**src/rtl/exc_entry_pkg.sv**
```systemverilog
package exc_entry_pkg;

    localparam int XLEN = 32;
    localparam int HALF = XLEN / 2;

    // architectural (big-endian) bit numbers of the machine state register
    localparam int A_POW  = 13;
    localparam int A_TGPR = 14;
    localparam int A_ILE  = 15;
    localparam int A_EE   = 16;
    localparam int A_PR   = 17;
    localparam int A_FP   = 18;
    localparam int A_ME   = 19;
    localparam int A_FE0  = 20;
    localparam int A_SE   = 21;
    localparam int A_BE   = 22;
    localparam int A_FE1  = 23;
    localparam int A_IP   = 25;
    localparam int A_IR   = 26;
    localparam int A_DR   = 27;
    localparam int A_RI   = 30;
    localparam int A_LE   = 31;

    // vector index of an architectural bit number
    function automatic int vidx(input int arch_bit);
        return XLEN - 1 - arch_bit;
    endfunction

    function automatic logic [XLEN-1:0] onehot_at(input int arch_bit);
        logic [XLEN-1:0] v;
        v = '0;
        v[vidx(arch_bit)] = 1'b1;
        return v;
    endfunction

    localparam logic [XLEN-1:0] MSR_CLEAR_MASK =
        onehot_at(A_POW) | onehot_at(A_TGPR) | onehot_at(A_EE)  |
        onehot_at(A_PR)  | onehot_at(A_FP)   | onehot_at(A_FE0) |
        onehot_at(A_SE)  | onehot_at(A_BE)   | onehot_at(A_FE1) |
        onehot_at(A_IR)  | onehot_at(A_DR)   | onehot_at(A_RI);

    typedef enum logic [1:0] {
        VEC_DSI     = 2'd0,
        VEC_DTLB_ST = 2'd1,
        VEC_IABP    = 2'd2,
        VEC_SMI     = 2'd3
    } vec_code_e;

    typedef enum logic {
        ST_IDLE     = 1'b0,
        ST_DISPATCH = 1'b1
    } entry_state_e;

endpackage

```
**src/rtl/exc_vector_map.sv**
```systemverilog
module exc_vector_map
    import exc_entry_pkg::*;
#(
    parameter int OFF_W = 20
) (
    input  logic [1:0]       code_i,
    output logic [OFF_W-1:0] offset_o
);

    vec_code_e code;
    assign code = vec_code_e'(code_i);

    always_comb begin
        unique case (code)
            VEC_DSI:     offset_o = OFF_W'(20'h00300);
            VEC_DTLB_ST: offset_o = OFF_W'(20'h01200);
            VEC_IABP:    offset_o = OFF_W'(20'h01300);
            VEC_SMI:     offset_o = OFF_W'(20'h01400);
            default:     offset_o = '0;
        endcase
    end

    always_comb begin
        assert (offset_o[7:0] == 8'h00)
            else $error("p_offset_aligned_r7: offset not 256-byte aligned");
    end

endmodule

```
**src/rtl/exc_base_sel.sv**
```systemverilog
module exc_base_sel
    import exc_entry_pkg::*;
#(
    parameter logic [XLEN-1:0] HIGH_BASE = 32'hFFF0_0000,
    parameter int              OFF_W     = 20
) (
    input  logic              prefix_i,
    input  logic [OFF_W-1:0]  offset_i,
    output logic [XLEN-1:0]   addr_o
);

    localparam int PAD_W = XLEN - OFF_W;

    logic [XLEN-1:0] base;

    generate
        if (PAD_W > 0) begin : g_pad
            assign addr_o = base + {{PAD_W{1'b0}}, offset_i};
        end else begin : g_nopad
            assign addr_o = base + offset_i[XLEN-1:0];
        end
    endgenerate

    assign base = prefix_i ? HIGH_BASE : '0;

endmodule

```
**src/rtl/exc_msr_rewrite.sv**
```systemverilog
module exc_msr_rewrite
    import exc_entry_pkg::*;
(
    input  logic [XLEN-1:0] msr_i,
    output logic [XLEN-1:0] msr_entry_o,
    output logic [XLEN-1:0] srr1_o
);

    always_comb begin
        msr_entry_o                = msr_i & ~MSR_CLEAR_MASK;
        msr_entry_o[vidx(A_LE)]    = msr_i[vidx(A_ILE)];
    end

    always_comb begin
        srr1_o = {{HALF{1'b0}}, msr_i[HALF-1:0]};
    end

    always_comb begin
        assert (msr_entry_o[vidx(A_IP)] == msr_i[vidx(A_IP)])
            else $error("p_ip_kept_r5: prefix bit altered by rewrite");
        assert (msr_entry_o[vidx(A_ME)] == msr_i[vidx(A_ME)])
            else $error("p_me_kept_r5: machine-check enable altered by rewrite");
    end

endmodule

```
**src/rtl/exc_entry_save.sv**
```systemverilog
module exc_entry_save
    import exc_entry_pkg::*;
#(
    parameter logic [31:0] HIGH_BASE = 32'hFFF0_0000,
    parameter int          OFF_W     = 20
) (
    input  logic        clk,
    input  logic        rst_n,
    input  logic        take_i,
    input  logic [1:0]  vec_code_i,
    input  logic [31:0] ret_addr_i,
    input  logic        msr_we_i,
    input  logic [31:0] msr_wdata_i,
    output logic [31:0] msr_o,
    output logic [31:0] srr0_o,
    output logic [31:0] srr1_o,
    output logic [31:0] handler_addr_o,
    output logic        handler_valid_o
);

    entry_state_e state_q, state_d;

    logic [XLEN-1:0]  msr_q, srr0_q, srr1_q, haddr_q;
    logic [XLEN-1:0]  msr_entry, srr1_entry, haddr_next;
    logic [OFF_W-1:0] offset;

    exc_vector_map #(.OFF_W(OFF_W)) u_vmap (
        .code_i   (vec_code_i),
        .offset_o (offset)
    );

    exc_base_sel #(.HIGH_BASE(HIGH_BASE), .OFF_W(OFF_W)) u_base (
        .prefix_i (msr_q[vidx(A_IP)]),
        .offset_i (offset),
        .addr_o   (haddr_next)
    );

    exc_msr_rewrite u_rw (
        .msr_i       (msr_q),
        .msr_entry_o (msr_entry),
        .srr1_o      (srr1_entry)
    );

    // next state
    always_comb begin
        unique case (state_q)
            ST_IDLE:     state_d = take_i ? ST_DISPATCH : ST_IDLE;
            ST_DISPATCH: state_d = take_i ? ST_DISPATCH : ST_IDLE;
            default:     state_d = ST_IDLE;
        endcase
    end

    // state and architectural registers
    always_ff @(posedge clk) begin
        if (!rst_n) begin
            state_q <= ST_IDLE;
            msr_q   <= '0;
            srr0_q  <= '0;
            srr1_q  <= '0;
            haddr_q <= '0;
        end else begin
            state_q <= state_d;
            if (take_i) begin
                msr_q   <= msr_entry;
                srr0_q  <= ret_addr_i;
                srr1_q  <= srr1_entry;
                haddr_q <= haddr_next;
            end else if (msr_we_i) begin
                msr_q   <= msr_wdata_i;
            end
        end
    end

    // outputs
    always_comb begin
        unique case (state_q)
            ST_IDLE:     handler_valid_o = 1'b0;
            ST_DISPATCH: handler_valid_o = 1'b1;
            default:     handler_valid_o = 1'b0;
        endcase
        msr_o          = msr_q;
        srr0_o         = srr0_q;
        srr1_o         = srr1_q;
        handler_addr_o = haddr_q;
    end

    p_srr0_load_r2: assert property (@(posedge clk) disable iff (!rst_n)
        take_i |=> srr0_o == $past(ret_addr_i));

    p_srr1_form_r3: assert property (@(posedge clk) disable iff (!rst_n)
        take_i |=> (srr1_o[31:16] == 16'h0) && (srr1_o[15:0] == $past(msr_o[15:0])));

    p_clear_bits_r4: assert property (@(posedge clk) disable iff (!rst_n)
        take_i |=> (msr_o & MSR_CLEAR_MASK) == '0);

    p_le_from_ile_r5: assert property (@(posedge clk) disable iff (!rst_n)
        take_i |=> msr_o[vidx(A_LE)] == $past(msr_o[vidx(A_ILE)]));

    p_base_select_r6: assert property (@(posedge clk) disable iff (!rst_n)
        take_i |=> handler_addr_o[31:20] ==
                   ($past(msr_o[vidx(A_IP)]) ? HIGH_BASE[31:20] : 12'h000));

    p_valid_set_r8: assert property (@(posedge clk) disable iff (!rst_n)
        take_i |=> handler_valid_o);

    p_valid_clr_r8: assert property (@(posedge clk) disable iff (!rst_n)
        !take_i |=> !handler_valid_o);

    p_hold_r9: assert property (@(posedge clk) disable iff (!rst_n)
        (!take_i && !msr_we_i) |=> $stable(msr_o) && $stable(srr0_o) && $stable(srr1_o));

    p_sw_write_r10: assert property (@(posedge clk) disable iff (!rst_n)
        (msr_we_i && !take_i) |=> msr_o == $past(msr_wdata_i));

endmodule

```
**config.mk**
```make
export PLATFORM = sky130hd
export DESIGN_NAME = exc_entry_save
export DESIGN_NICKNAME = d
export VERILOG_FILES = /design/src/rtl/exc_entry_pkg.sv /design/src/rtl/exc_vector_map.sv /design/src/rtl/exc_base_sel.sv /design/src/rtl/exc_msr_rewrite.sv /design/src/rtl/exc_entry_save.sv
export SDC_FILE = /design/constraint.sdc
export NUM_CORES = 1
export LEC_CHECK = 0
export ABC_CLOCK_PERIOD_IN_PS = 1200
export BUFFER_PORTS_ARGS = -buffer_cell sky130_fd_sc_hd__buf_2
export CAP_MARGIN = 20
export CORE_ASPECT_RATIO = 0.6
export CORE_MARGIN = 1
export CORE_UTILIZATION = 44
export DETAILED_ROUTE_END_ITERATION = 10
export HOLD_SLACK_MARGIN = 0.15
export PLACE_DENSITY_LB_ADDON = 0.15
export SETUP_SLACK_MARGIN = 0.05
export SKIP_LAST_GASP = 1
export SYNTH_ARGS = -nofsm -noshare
export SYNTH_HDL_FRONTEND = slang
export SYNTH_SLANG_ARGS = --single-unit
```
**constraint.sdc**
```tcl
create_clock -name clk -period 1.2 [get_ports clk]
set_input_delay 0.24 -clock clk [delete_from_list [all_inputs] [get_ports clk]]
set_output_delay 0.24 -clock clk [all_outputs]
set_load 0.01 [all_outputs]
```
==> impl_metrics.toml <==
[sta]
setup_tns_ps = 0
min_period_ps = 1105
hold_viol = 0
fin_crit_sh_pct = 92.09
grt_setup_unrepaired = "yes"
setup_viol = 0
slew_violations = 0
timing.fmax_ghz = 0.9049
skew_ps = 3.321

[logic_synthesis]
synth_area_um2 = 3567
netlist_instances = 346
ys_types = 21
synth-seq-area-share_pct = 47.70
synth-seq-cells = 85
ys_warn_count = 0
avgSynthCellArea_um2 = 10.31

[job]
cap_violations = 0

[drt]
drtAntennaViolNets = 0
vias = 2673
drc = 0
wl_um = 7533
via_per_inst = 4.284
wire_per_inst_um = 12.07
dr.pass1.iters = 4
drtIter0Drc = 109

[status]
status = "finished, final reports clean"

[clock_network]
clock_latency_ps = 330
cts_setup_buffers = 0
clock_path_buffers = 2
cts.clk_slew.worst_paths_ps = 60
cts_made_buffers = 9
cts_tree = "built"
cts.sinks = 85
root_buffer = "clkbuf_16"
cts_max_level = 3

[grt]
antenna_found_initial = 0
grt.overflow.total = 0
grt_pass1_wl_um = 12080
first_global_vias = 2405
grt_max_degree = 35
grt_use_total_pct = 18.11

[placement]
dp.cells = 595
portBuffers = 166
place.gp.congestion = 0.6853
dp_hpwl_um = 5353

[power_and_ir_drop]
p_leak_nw = 2.446
p_total_mw = 6.757
vdd_drop_max_uv = 924.4
power_per_cell_area_nw_per_um2 = 1413

[worst_hold_path]
hold_start = "msr_wdata_i[12]"
min_path_type = "in2reg"

[worst_setup_path]
crit_arrival_ps = 870
cp-end-kind = "output pin"
worstPathRequired_ps = 960
cp_slowest_cell = "dfxtp_4"
slowest_delay_ps = 390
path_buf_inv = 1
r2r-start = "msr_o[16]$_SDFFE_PN0P_"
path_cells = "buf_2"
startpoint = "srr1_o[6]$_SDFFE_PN0P_"
crit_fanout = 14
start_kind = "flop"
cp_top_family = "flip-flops"
critPathKind = "reg2out"

[floorplanning]
ioPinCount = 199
die-area_um2 = 8483
row_count = 25
initial_core_util_pct = 45.43
core_area_um2 = 7851
die_y_um = 71.75
die_width_um = 118.2

[finish]
drive_gt1_share_pct = 39.53
fin_cells = 624
final_cell_mix = "buf_2 (166), dfxtp_1 (83), mux2i_1 (61)"
nets = 581
fillCellCount = 718
final_common_cell = "buf_2"
num_antenna_cells = 0
area_growth_pct = 34.02
## final timing paths
| kind | endpoint | slack, ps | cells after the start |
|---|---|---|---|
| max | handler_addr_o[28] | 90 | 1 |
| min | msr_o[12]$_SDFFE_PN0P_ | 160 | 3 |
| max reg2reg | msr_o[0]$_SDFFE_PN0P_ | 540 | 2 |
| min reg2reg | msr_o[29]$_SDFFE_PN0P_ | 460 | 2 |
## registers in the layout, indices dropped and copies added (netlist names)
signal	count
handler_addr_o	4
srr1_o	16
srr0_o	32
state_q	1
msr_o	32
## worst min-delay path, cell delays in order
cell and delay, ps:
buf_2 100, nand2_1 60, a21boi_2 50
## through the flow
step	hold slack [ps]	cell area (um2)	setup WS [ps]	util [%]
5_1_grt	157.8	4781	43.91	60.89
6_report	164.8	4781	94.91	60.89
4_1_cts	151.1	4780	70.73	60.88
2_1_floorplan	384.8	3684	186.3	-
3_3_place_gp	447.3	4320	113.3	55.03
3_5_place_dp	455.8	4320	91.53	55.03
## logic make-up (layout without fill, tap and decap cells)
kind of cell | count (synthesis) | in the layout | synth area share (%)
other cells | 1 | 32 | 0.1051
compound gates | 26 | 26 | 6.384
simple gates | 106 | 106 | 14.80
flops | 85 | 85 | 47.70
mux | 61 | 61 | 17.12
buf+inv | 67 | 206 | 13.89
## cells in the mapped netlist, drive strengths merged
master,number,share of area (%)
and2b,1,0.21
nand2b,1,0.18
o211a,2,0.56
clkbuf,8,0.95
a21boi,20,5.3
nor2b,48,8.4
nor2,13,1.4
inv,1,0.11
nand3,1,0.14
buf,58,13
dfxtp,85,48
nand2,41,4.3
o21ai,2,0.28
conb,1,0.11
a21oi,2,0.28
mux2i,61,17
and2,1,0.18
## per-layer routing
| layer | vias up | wire, um | track usage (%) |
|---|---|---|---|
| met3 | 5 | 604 | 7.484 |
| met4 | 0 | 46 | 5.556 |
| met1 | 1201 | 3499 | 24.03 |
| met2 | 95 | 3383 | 26.86 |
| li1 | 1372 | - | - |
| met5 | - | 0 | 0 |
## area by class of cell
type / instances / area, um2 / share of cell area (%)
Multi-Input combinational cell: 225 / 1486 / 31.09
Inverter: 1 / 3.754 / 0.07851
Clock buffer: 9 / 225.2 / 4.711
Tap cell: 108 / 135.1 / 2.826
Clock inverter: 7 / 100.1 / 2.094
Sequential cell: 85 / 1707 / 35.70
Timing Repair Buffer: 189 / 1124 / 23.50
## power by group
part | leakage, nW | switching (mW) | internal, mW | total, mW
logic | 1.60 | 0.406 | 0.413 | 0.818
registers | 0.698 | 0.0674 | 2.95 | 3.02
clock network | 0.148 | 1.09 | 1.83 | 2.92
## repair_timing
item                                    CTS  global route
endpoints found under the setup margin   13            12
hold endpoints to repair                 13             0
hold buffers                             13             0
gates resized for setup                   2             1
No activity file was read; power rests on OpenSTA's default activity.
